File: src/rtl/pg_pkg.sv
package pg_pkg;
  typedef enum logic [2:0] {
    PG_OFF    = 3'd0,
    PG_RECOV  = 3'd1,
    PG_IDLE   = 3'd2,
    PG_ACTIVE = 3'd3,
    PG_FAULT  = 3'd4
  } pg_state_e;
endpackage

File: src/rtl/pg_sync.sv
module pg_sync #(
  parameter int WIDTH  = 1,
  parameter int STAGES = 2
) (
  input  logic             clk,
  input  logic             rst_n,
  input  logic [WIDTH-1:0] d_i,
  output logic [WIDTH-1:0] q_o
);
  logic [WIDTH-1:0] chain [STAGES];

  for (genvar s = 0; s < STAGES; s++) begin : g_stage
    always_ff @(posedge clk or negedge rst_n) begin
      if (!rst_n) begin
        chain[s] <= '0;
      end else begin
        if (s == 0) chain[s] <= d_i;
        else        chain[s] <= chain[(s == 0) ? 0 : s-1];
      end
    end
  end

  assign q_o = chain[STAGES-1];
endmodule

File: src/rtl/pg_recov_timer.sv
module pg_recov_timer #(
  parameter int CYCLES = 1000000
) (
  input  logic clk,
  input  logic rst_n,
  input  logic run_i,
  output logic done_o
);
  localparam int CW = $clog2(CYCLES + 1);
  localparam logic [CW-1:0] LAST = CW'(CYCLES - 1);

  logic [CW-1:0] cnt_q, cnt_d;
  logic          cnt_en;

  assign done_o = run_i && (cnt_q == LAST);
  assign cnt_en = !run_i || !done_o;

  always_comb begin
    cnt_d = cnt_q;
    if (!run_i)      cnt_d = '0;
    else if (cnt_en) cnt_d = cnt_q + 1'b1;
  end

  always_ff @(posedge clk or negedge rst_n) begin
    if (!rst_n)      cnt_q <= '0;
    else if (cnt_en) cnt_q <= cnt_d;
  end
endmodule

File: src/rtl/pg_fsm.sv
module pg_fsm
  import pg_pkg::*;
(
  input  logic      clk,
  input  logic      rst_n,
  input  logic      pd_i,
  input  logic      start_lvl_i,
  input  logic      start_rise_i,
  input  logic      fault_i,
  input  logic      recov_done_i,
  output pg_state_e state_o
);
  pg_state_e st_q, st_d;

  always_comb begin
    st_d = st_q;
    unique case (st_q)
      PG_OFF:    if (!pd_i) st_d = PG_RECOV;
      PG_RECOV: begin
        if (pd_i)              st_d = PG_OFF;
        else if (recov_done_i) st_d = PG_IDLE;
      end
      PG_IDLE: begin
        if (pd_i && !start_lvl_i)          st_d = PG_OFF;
        else if (start_rise_i && !fault_i) st_d = PG_ACTIVE;
      end
      PG_ACTIVE: begin
        if (fault_i)           st_d = PG_FAULT;
        else if (!start_lvl_i) st_d = PG_IDLE;
      end
      PG_FAULT:  if (!start_lvl_i && !fault_i) st_d = PG_IDLE;
      default:   st_d = PG_OFF;
    endcase
  end

  always_ff @(posedge clk or negedge rst_n) begin
    if (!rst_n) st_q <= PG_OFF;
    else        st_q <= st_d;
  end

  assign state_o = st_q;
endmodule

File: src/rtl/card_pwr_gate.sv
module card_pwr_gate
  import pg_pkg::*;
#(
  parameter int RECOV_CYCLES = 1000000,
  parameter int SYNC_STAGES  = 2
) (
  input  logic clk,
  input  logic rst_n,
  input  logic pd_req_i,
  input  logic start_i,
  input  logic card_det_i,
  input  logic vdd_fault_i,
  input  logic vcc_fault_i,
  input  logic irq_clr_i,
  output logic irq_o,
  output logic analog_en_o,
  output logic sess_act_o
);
  localparam int NSYNC = 3;

  logic [NSYNC-1:0] raw_in, syn_out;
  logic pd_s, start_s, det_s;
  logic start_q, det_q;
  logic start_rise, det_rise;
  logic fault_any, recov_done, recov_end_irq;
  logic irq_q, irq_d, irq_en;
  pg_state_e state;

  assign raw_in = {pd_req_i, start_i, card_det_i};

  pg_sync #(.WIDTH(NSYNC), .STAGES(SYNC_STAGES)) u_sync (
    .clk(clk), .rst_n(rst_n), .d_i(raw_in), .q_o(syn_out)
  );

  assign pd_s    = syn_out[2];
  assign start_s = syn_out[1];
  assign det_s   = syn_out[0];

  always_ff @(posedge clk or negedge rst_n) begin
    if (!rst_n) begin
      start_q <= 1'b0;
      det_q   <= 1'b0;
    end else begin
      start_q <= start_s;
      det_q   <= det_s;
    end
  end

  assign start_rise = start_s && !start_q;
  assign det_rise   = det_s && !det_q;
  assign fault_any  = vdd_fault_i || vcc_fault_i;

  pg_recov_timer #(.CYCLES(RECOV_CYCLES)) u_timer (
    .clk(clk), .rst_n(rst_n), .run_i(state == PG_RECOV), .done_o(recov_done)
  );

  pg_fsm u_fsm (
    .clk(clk), .rst_n(rst_n), .pd_i(pd_s), .start_lvl_i(start_s),
    .start_rise_i(start_rise), .fault_i(fault_any),
    .recov_done_i(recov_done), .state_o(state)
  );

  assign recov_end_irq = recov_done && det_s && !pd_s;

  always_comb begin
    irq_en = det_rise || recov_end_irq || irq_clr_i;
    irq_d  = det_rise || recov_end_irq;
  end

  always_ff @(posedge clk or negedge rst_n) begin
    if (!rst_n)      irq_q <= 1'b0;
    else if (irq_en) irq_q <= irq_d;
  end

  assign irq_o       = irq_q;
  assign analog_en_o = (state != PG_OFF) && rst_n;
  assign sess_act_o  = (state == PG_ACTIVE) && !fault_any;
endmodule

File: config.mk
export PLATFORM = sky130hd
export DESIGN_NAME = card_pwr_gate
export DESIGN_NICKNAME = d
export VERILOG_FILES = /design/src/rtl/pg_pkg.sv /design/src/rtl/pg_sync.sv /design/src/rtl/pg_recov_timer.sv /design/src/rtl/pg_fsm.sv /design/src/rtl/card_pwr_gate.sv
export SDC_FILE = /design/constraint.sdc
export NUM_CORES = 1
export LEC_CHECK = 0
export ABC_AREA = 1
export BUFFER_PORTS_ARGS = -buffer_cell sky130_fd_sc_hd__buf_2
export CAP_MARGIN = 20
export CORE_AREA = 2 2 93 59
export CTS_CLUSTER_SIZE = 24
export DETAILED_ROUTE_END_ITERATION = 16
export DIE_AREA = 0 0 95 61
export GPL_TIMING_DRIVEN = 0
export HOLD_SLACK_MARGIN = 0.12
export PLACE_DENSITY = 0.6
export SLEW_MARGIN = 20
export SYNTH_ARGS = -nofsm -noshare
export SYNTH_HDL_FRONTEND = slang
export SYNTH_SLANG_ARGS = --single-unit
File: constraint.sdc
create_clock -name clk -period 3.3 [get_ports clk]
set_clock_uncertainty 0.1 [all_clocks]
set_input_delay 0.165 -clock clk [delete_from_list [all_inputs] [get_ports clk]]
set_output_delay 0.165 -clock clk [all_outputs]
set_load 0.05 [all_outputs]
Word level (Yosys, flattened, before mapping). Index checks and enable logic that the tools add are counted.

Bits in registers: 32. Bits of input ports: 8. Output and inout port bits: 3.

Add/sub/neg operators: 1. Equality and inequality tests: 10. Muxes and demuxes: 10. Reductions and logical operators: 24.

Operators with widths (number): $mux 3 (8); $add 20x1->20 const B (1); $eq 20x20->1 const B (1); $mux 20 (1); $pmux 3 s5 (1); $logic_and 1x1->1 (10); $logic_not 1->1 (7); $eq 3x2->1 const B (2); $reduce_and 5->1 (1); $logic_or 1x1->1 (4); $eq 3x1->1 const B (1); $eq 3x3->1 const B (1); $logic_not 3->1 (1); $ne 3x1->1 const B (1); $ne 3x2->1 const B (1); $ne 3x3->1 const B (1); $reduce_bool 3->1 (1); $ne 2x1->1 const B (1); $ne 2x2->1 const B (1).

Depth between registers and ports, before layout. Gate-level depths: netlist of the first run.

Depth in word-level cells: 6. Depth in mapped cells: 10.

Cells and area by module. Synthesis of the first run repeated with hierarchy kept, for this count alone.

Cells, all modules: 261. Area, all modules: 1889.3 um^2.

By module, submodules not included: pg_recov_timer (instances 1, cells an instance 186, area an instance 1302.5 um^2, seq. area each 500.5 um^2); pg_fsm (instances 1, cells an instance 45, area an instance 257.7 um^2, seq. area each 75.1 um^2); pg_sync (instances 1, cells an instance 9, area an instance 172.7 um^2, seq. area each 150.1 um^2); card_pwr_gate (instances 1, cells an instance 21, area an instance 156.4 um^2, seq. area each 75.1 um^2).

Worst setup path before layout of the first run. OpenSTA, ideal clock, no wires.

Path type: reg2reg. Start: reg u_fsm.st_q[0], in the netlist u_fsm.state_o[0]. End: reg u_fsm.st_q[0], in the netlist u_fsm.state_o[0]. Library setup time: 0.117 ns. Arrival: 1.359 ns. Path slack: 1.724 ns. Cell stages (with the launch flop): 8. Path buffers: 0. Period minus slack after synthesis: 1.576 ns. Cell sequence: dfrtp_1 -> nand3_1 -> nor2_2 -> nand2_1 -> nand2_1 -> nor2_2 -> nand3_1 -> nand2_1.

Cells in the longest elaborated chain, start to end: 4.

RTL lines: start: declaration (line pg_fsm.sv:13) `pg_state_e st_q, st_d;`; start signal: assignment (line pg_fsm.sv:38) `else st_q <= st_d;`; $eq 3x1->1 (line pg_fsm.sv:17, card_pwr_gate.sv:54); $logic_and 1x1->1 (line pg_recov_timer.sv:15) `assign done_o = run_i && (cnt_q == LAST);`; $ne 3x3->1 (no source line); $reduce_and 5->1 (no source line).

Parallel ways exist; a longest one is shown, timed or not. A chain may end at the register's enable or synchronous reset.

Final worst setup path of the first run.
Start: in rst_n. End: out analog_en_o.

Cells in the longest elaborated chain, start to end: 1.

RTL lines: start: declaration (line card_pwr_gate.sv:8) `input logic rst_n,`; $logic_and 1x1->1 (line card_pwr_gate.sv:76) `assign analog_en_o = (state != PG_OFF) && rst_n;`; end: declaration (line card_pwr_gate.sv:16) `output logic analog_en_o,`.

No other way between the ends.

==> results of run 1 <==
-- sequential cells by signal, indices dropped and copies added, names as in the netlist --
register	cells
det_q	1
irq_o	1
start_q	1
u_fsm.state_o	3
u_sync.chain	3
u_sync.q_o	3
u_timer.cnt_q	20
-- cell usage in the layout (no fill, tap or decap), types with 2 or more instances in the layout --
master,instances
a21oi_1,6
buf_2,10
clkbuf_1,2
clkbuf_8,6
dfrtp_1,32
dlygate4sd3_1,7
inv_1,21
inv_2,5
nand2_1,45
nand2_2,4
nand3_1,12
nand3_2,5
nand3b_1,4
nand4_1,2
nor2_1,36
nor2_2,7
nor2_4,3
nor3_1,10
nor3_2,2
o21ai_0,6
o21ai_1,2
xor2_1,3
-- per-layer routing --
metal | vias to the layer above | GRT usage
met5 | - | 0
met4 | 0 | 0.0373
met3 | 2 | 0.0373
met2 | 26 | 0.186
met1 | 608 | 0.224
li1 | 726 | -
-- power by group --
part | switching [W] | internal (W) | leakage [nW]
combinational | 0.000205 | 0.000104 | 0.386
clock | 0.000135 | 0.000170 | 0.0455
sequential | 0.0000392 | 0.000424 | 0.422
total | 0.000379 | 0.000698 | 0.854
-- area by class of cell --
type / instances / area, um2 / area share
sequential: 32 / 801 / 0.405
timing repair buffer: 17 / 120 / 0.0608
multi-input combinational: 153 / 778 / 0.394
tap: 66 / 82.6 / 0.0418
clock buffer: 8 / 90.1 / 0.0456
buffer: 1 / 7.51 / 0.00380
inverter: 26 / 97.6 / 0.0494
-- path summary, 6_finish.rpt --
kind / start / end / depth (start not counted)
max: rst_n / analog_en_o / 5
min: vcc_fault_i / u_fsm.state_o[2] / 5
max reg2reg: u_timer.cnt_q[0] / u_fsm.state_o[0] / 8
min reg2reg: u_sync.chain[4] / u_sync.q_o[1] / 0
max in group asynchronous: rst_n / u_timer.cnt_q[1] / 2
min in group asynchronous: rst_n / u_timer.cnt_q[11] / 2
-- metrics by stage --
step | setup slack (ns) | instance area (um2)
finish | 1.30 | 1980
floorplan | 1.72 | 1680
CTS | 1.23 | 1980
detailed placement | 1.65 | 1820
global placement | 1.68 | 1820
global route | 1.08 | 1980
-- kinds of logic after synthesis --
kind of cell,after synthesis,share of synthesized area
fa+ha+maj,1,0.00743
simple gates,132,0.384
compound gates,17,0.0550
xor+xnor,3,0.0156
flops,32,0.475
buf+inv,27,0.0624
-- critical path: stages --
cell and delay (ns):
dlygate4sd3_1 0.52, buf_2 0.58, inv_1 0.09, nor2_1 0.11
buf_2 0.26
==> summary.txt, run 1 <==
CTS
  – Clock tree root driver cell: clkbuf_8
  – Number of levels the H-tree was split into: 2
  – Hold Buf Count CTS: 7
  – Clock tree buffer depth: 2
  – Number of resized instances in the post-cts repair step: 0
  – Clock Sinks: 32
  – Clk_lat worst skew: 0.28 ns
  – CTS tree: built
  – Number of setup buffers added after CTS: 0
  – Clock transition at the register clock pins on the worst setup and hold paths after CTS: 0.06 ns
  – Cts bufs inserted: 5

Logic synthesis
  – Synthesized netlist net count: 221
  – Cell types with the highest counts after synthesis: nand2_1 (45), nor2_1 (36), dfrtp_1 (32)
  – Top-count cell post-synth: nand2_1
  – Top_reg_cell synth: dfrtp_1
  – Most area-hungry cell type in the Yosys netlist: dfrtp_1
  – Post-Synthesis Cells: 212
  – Portion of synthesized cell area occupied by the leading cell type: 0.475
  – Sequential element share of the synthesized area: 0.475
  – Unique masters post-synth: 25
  – Ys async rst share: 1.00
  – Number of enable-type register cells in the synthesized netlist: 0
  – Mean cell area of the mapped netlist: 7.94 um2
  – Top post-synthesis cells by area: dfrtp_1 (48%), nand2_1 (10%), nor2_1 (8.0%)
  – Number of synthesized register bits: 32
  – Count of yosys warnings during synthesis: 0
  – Synth Cell Area: 1680 um2

Route
  – Antenna-violating nets left: 0
  – Met3 WL: 175 um
  – DRC: 0
  – Uppermost layer routed: met4
  – Total via count after detailed routing: 1362
  – Drt via density: 4.50
  – Number of detailed-routing iterations run before antenna repair: 4
  – M1 wire length: 1.94 mm
  – Detailed-routed wire length on met2: 1.32 mm
  – Routed wire per std cell: 11.4 um
  – Initial DRC count: 72
  – Wire length after detailed routing: 3.46 mm

Placement
  – Placed cells: 288
  – Final weighted congestion of routability-driven global placement: 0.829
  – Estimated wirelength of the detail-placed design: 2.57 mm
  – Count of input and output buffers: 10

STA
  – FMAX: 500 MHz
  – Total negative setup slack: 0 ns
  – Min Clock Period, post-route: 2.00 ns
  – Worst slew margin relative to its limit: 0.517
  – RSZ-0062 raised after global routing: false
  – Worst Tran Pin Value: 0.724 ns
  – Final Hold Fails: 0
  – Max-slew violations: 0
  – Total setup violations reported at the end of the flow: 0
  – Hold Worst Slack: 0.241 ns
  – Share of the clock period used by the worst path after layout: 0.606

Die
  – Initial Util: 0.342
  – Boundary pin count: 11
  – Overall die width: 95 um
  – Core outline area: 4930 um2
  – Vertical extent of the die: 61 um
  – Std-Cell Rows: 20
  – Die area: 5800 um2

Cells and area
  – Share of post-route cells with drive strength above 1: 0.194
  – Post-route non-filler standard cell count: 303
  – Area growth from synthesis to layout: 17.4%
  – End-of-flow core utilization: 0.401
  – Total Nets Final: 245
  – Number of fill cells: 504
  – N_diodes: 0

GRT
  – Wire length of the first global-routing pass: 6.15 mm
  – Vias in the first global route: 1282
  – GRT Total Usage: 0.141
  – Maximum number of pins on one net before global-route repair: 34
  – Initial antenna violation count: 0
  – Total grt overflow: 0

Power
  – Static leakage power: 0.854 nW
  – Final Power: 0.00108 W
  – Worst VDD drop: 178 uV
  – Pwr/cell area: 545 nW/um2

Critical path
  – Start-to-end type of the worst setup path: input port to output pin
  – Critical Path End Type: output pin
  – Startpoint type of the worst setup path: input port
  – Data required, critical path: 3.03 ns
  – Worst-case register-to-register setup slack: 1.64 ns
  – Worst Path Max Fanout: 33
  – Arrival @ worst endpoint: 1.73 ns

Run
  – Max-cap viol count: 0

Min path
  – Worst Hold Class: input port to flop

Run status
  – Outcome: complete, no violations
(Power assumes the default switching activity.)
==> run 2, diff against run 1 <==
--- a/config.mk
+++ b/config.mk
@@ -5,13 +5,13 @@
 export SDC_FILE = /design/constraint.sdc
 export NUM_CORES = 1
 export LEC_CHECK = 0
-export ABC_AREA = 1
+export ABC_AREA = 0
 export BUFFER_PORTS_ARGS = -buffer_cell sky130_fd_sc_hd__buf_2
 export CAP_MARGIN = 20
-export CORE_AREA = 2 2 93 59
+export CORE_AREA = 2 2 90 57
 export CTS_CLUSTER_SIZE = 24
 export DETAILED_ROUTE_END_ITERATION = 16
-export DIE_AREA = 0 0 95 61
+export DIE_AREA = 0 0 92 59
 export GPL_TIMING_DRIVEN = 0
 export HOLD_SLACK_MARGIN = 0.12
 export PLACE_DENSITY = 0.6
==> constraint.sdc (replaced) <==
create_clock -name clk -period 2 [get_ports clk]
set_clock_uncertainty 0.1 [all_clocks]
set_input_delay 0.1 -clock clk [delete_from_list [all_inputs] [get_ports clk]]
set_output_delay 0.1 -clock clk [all_outputs]
set_load 0.05 [all_outputs]
==> run 2 against run 1 <==
Sequential power up 60%. Non-clock buffer count up 13. Synthesized area shrank 6.6%. Combinational power increased by 92%. First-iteration DRC count is 17% lower. Core utilization rose by 4.1 points. Synthesized cell count down 29%. Final area is 0.95% higher. Sequential cell count did not move. Sequential share of layout area fell by 0.26 points. Register-to-register slack worse by 1.6 ns. Largest cell class unchanged.
==> summary.txt, run 2 <==
Run status
  – Outcome: complete, no violations

Cells and area
  – Number of fill cells: 444
  – Share of post-route cells with drive strength above 1: 0.245
  – Total Nets Final: 192
  – Multi-input combinational cell area: 752 um2
  – Register with the most flip-flops: u_timer.cnt_q
  – Highest-count cells in the layout ignoring fill and taps: dfrtp_1 (30), nor2_1 (25), xor2_1 (12), buf_2 (10), buf_4 (9)
  – Most common library cell in the layout ignoring fill and taps: dfrtp_1
  – Sequential cell area: 803 um2
  – N_diodes: 0
  – Max FFs per register: 20
  – Area growth from synthesis to layout: 26.9%
  – End-of-flow core utilization: 0.442

STA
  – Min Clock Period, post-route: 1.93 ns
  – RSZ-0062 raised after global routing: true
  – Total setup violations reported at the end of the flow: 0
  – Worst slew margin relative to its limit: 0.634
  – Worst Tran Pin Value: 0.544 ns
  – Max-slew violations: 0
  – FMAX: 517 MHz
  – Final Hold Fails: 0
  – Share of the clock period used by the worst path after layout: 0.967
  – Setup slack after layout: 0.0655 ns

CTS
  – Clk_lat worst skew: 0.28 ns
  – Clock tree root driver cell: clkbuf_8
  – Clock Sinks: 32
  – Clock tree buffer depth: 2
  – CTS tree: built
  – Clock transition at the register clock pins on the worst setup and hold paths after CTS: 0.07 ns
  – Number of levels the H-tree was split into: 2
  – Cts bufs inserted: 5

Placement
  – Estimated wirelength of the detail-placed design: 2.11 mm
  – Final weighted congestion of routability-driven global placement: 0.800
  – Post-place setup slack: -0.181 ns
  – Count of input and output buffers: 10

Die
  – Vertical extent of the die: 59 um
  – Overall die width: 92 um
  – Die area: 5430 um2
  – Core outline area: 4520 um2
  – Std-Cell Rows: 19
  – Boundary pin count: 11
  – Initial Util: 0.348

Route
  – Antenna-violating nets left: 0
  – Met3 WL: 88 um
  – DRC: 0
  – Routed wire per std cell: 12.7 um
  – M1 wire length: 1.62 mm
  – Uppermost layer routed: met4
  – Number of detailed-routing iterations run before antenna repair: 4
  – Initial DRC count: 60
  – Wire length after detailed routing: 3.13 mm
  – Total via count after detailed routing: 1183
  – Detailed-routed wire length on met2: 1.39 mm
  – Drt via density: 4.79

Critical path
  – Arrival @ worst endpoint: 2.00 ns
  – Worst Path Max Fanout: 10
  – Startpoint type of the worst setup path: flop
  – Cell chain of the critical path: buf_6 -> or3b_1 -> or2_4 -> o211a_1 -> mux2_4
  – Slowest stage delay, CP: 0.40 ns
  – Data required, critical path: 2.06 ns
  – Slowest-stage cell, CP: or3b_1
  – Start-to-end type of the worst setup path: flop to flop
  – Critical Path End Type: flop

Logic synthesis
  – Top_reg_cell synth: dfrtp_1
  – Synthesized netlist net count: 159
  – Unique masters post-synth: 47
  – Sequential element share of the synthesized area: 0.509
  – Top post-synthesis cells by area: dfrtp_1 (51%), xor2_1 (6.7%), nor2_1 (6.0%)
  – Number of enable-type register cells in the synthesized netlist: 0
  – Portion of synthesized cell area occupied by the leading cell type: 0.509
  – Post-Synthesis Cells: 150
  – Count of yosys warnings during synthesis: 0
  – Number of synthesized register bits: 32
  – Cell types with the highest counts after synthesis: dfrtp_1 (32), nor2_1 (25), xor2_1 (12)
  – Top-count cell post-synth: dfrtp_1
  – Ys async rst share: 1.00
  – Mean cell area of the mapped netlist: 10.5 um2
  – Synth Cell Area: 1570 um2
  – Most area-hungry cell type in the Yosys netlist: dfrtp_1

Power
  – Worst VDD drop: 504 uV
  – Pwr/cell area: 973 nW/um2
  – Static leakage power: 0.859 nW

Min path
  – Worst Hold Class: input port to async pin

GRT
  – Total grt overflow: 0
  – Maximum number of pins on one net before global-route repair: 34
  – Wire length of the first global-routing pass: 5.26 mm
  – GRT Total Usage: 0.125
  – Initial antenna violation count: 0
  – Vias in the first global route: 1124

Run
  – Max-cap viol count: 0
==> run 2: cell types whose count changed in the layout (fill, tap and decap cells not counted), sizes merged, moves of 4 or more <==
cell    delta
nand2     -42
nor3      -10
buf       +10
inv       -21
nor2      -20
o21ai      -4
nand3     -12
nand2b     +4
nand4      +4
xor2       +9
==> run 2: routing by layer <==
metal / GRT usage / vias to the layer above
li1: - / 589
met4: 0.0512 / 0
met2: 0.189 / 15
met1: 0.175 / 577
met3: 0.0305 / 2
met5: 0 / -
==> run 2: worst paths after layout <==
| check | startpoint | endpoint | slack (ns) | cells after the start |
|---|---|---|---|---|
| max | u_fsm.state_o[1] | u_fsm.state_o[0] | 0.07 | 5 |
| min | rst_n | u_timer.cnt_q[17] | 0.23 | 2 |
| max reg2reg | u_fsm.state_o[1] | u_fsm.state_o[0] | 0.07 | 5 |
| min reg2reg | u_sync.chain[4] | u_sync.q_o[1] | 0.25 | 0 |
| max in group asynchronous | rst_n | u_timer.cnt_q[2] | 1.24 | 2 |
| min in group clk | u_sync.chain[4] | u_sync.q_o[1] | 0.25 | 0 |
==> run 2: area by class of cell <==
class,count,share of cell area
well taps,63,0.0395
flip-flops and latches,32,0.403
clock buffers,5,0.0345
repair buffers,26,0.0966
inverters,5,0.00940
multi-input cells,108,0.377
plain buffers,5,0.0194
clock inverters,3,0.0213
==> run 2: timing repair <==
item	4_1_cts	5_1_grt
hold buffers	8	0
pin swaps	3	5
endpoints found under the setup margin	1	5
hold endpoints to repair	37	0
resized for setup	1	9
buffers inserted	4	4
==> run 2: metrics by stage <==
stage	power, W	setup TNS [ns]	instance area (um2)	hold slack (ns)	instances
6_report	0.00194	0	2000	0.228	247
3_3_place_gp	0.00127	-0.167	1710	0.0890	223
4_1_cts	0.00194	0	1940	0.253	243
5_1_grt	0.00206	-0.0137	2000	0.257	247
2_1_floorplan	0.00116	0	1580	-0.296	150
3_5_place_dp	0.00129	-0.187	1710	0.0931	223
==> run 2: logic make-up after synthesis <==
logic type      Yosys count  synth area share
xor+xnor                 15            0.0835
mux                       2            0.0159
buf+inv                  10            0.0342
flops                    32             0.509
compound gates           19            0.0835
fa+ha+maj                 1           0.00795
simple gates             71             0.266
==> run 2: worst max-delay path, delay by kind of cell, from the launching register on <==
kind                   cells  cell delay (ns)
AND/OR/NAND/NOR            2             0.67
flip-flops                 1             0.37
multiplexers               1             0.30
AO/OA/AOI/OAI              1             0.24
buffers and inverters      1             0.14
==> run 2: power by group <==
part	internal (W)	switching [W]	total [W]
Sequential	0.000703	0.0000399	0.000743
Combinational	0.000262	0.000330	0.000592
Clock	0.000368	0.000239	0.000608
Total	0.00133	0.000609	0.00194
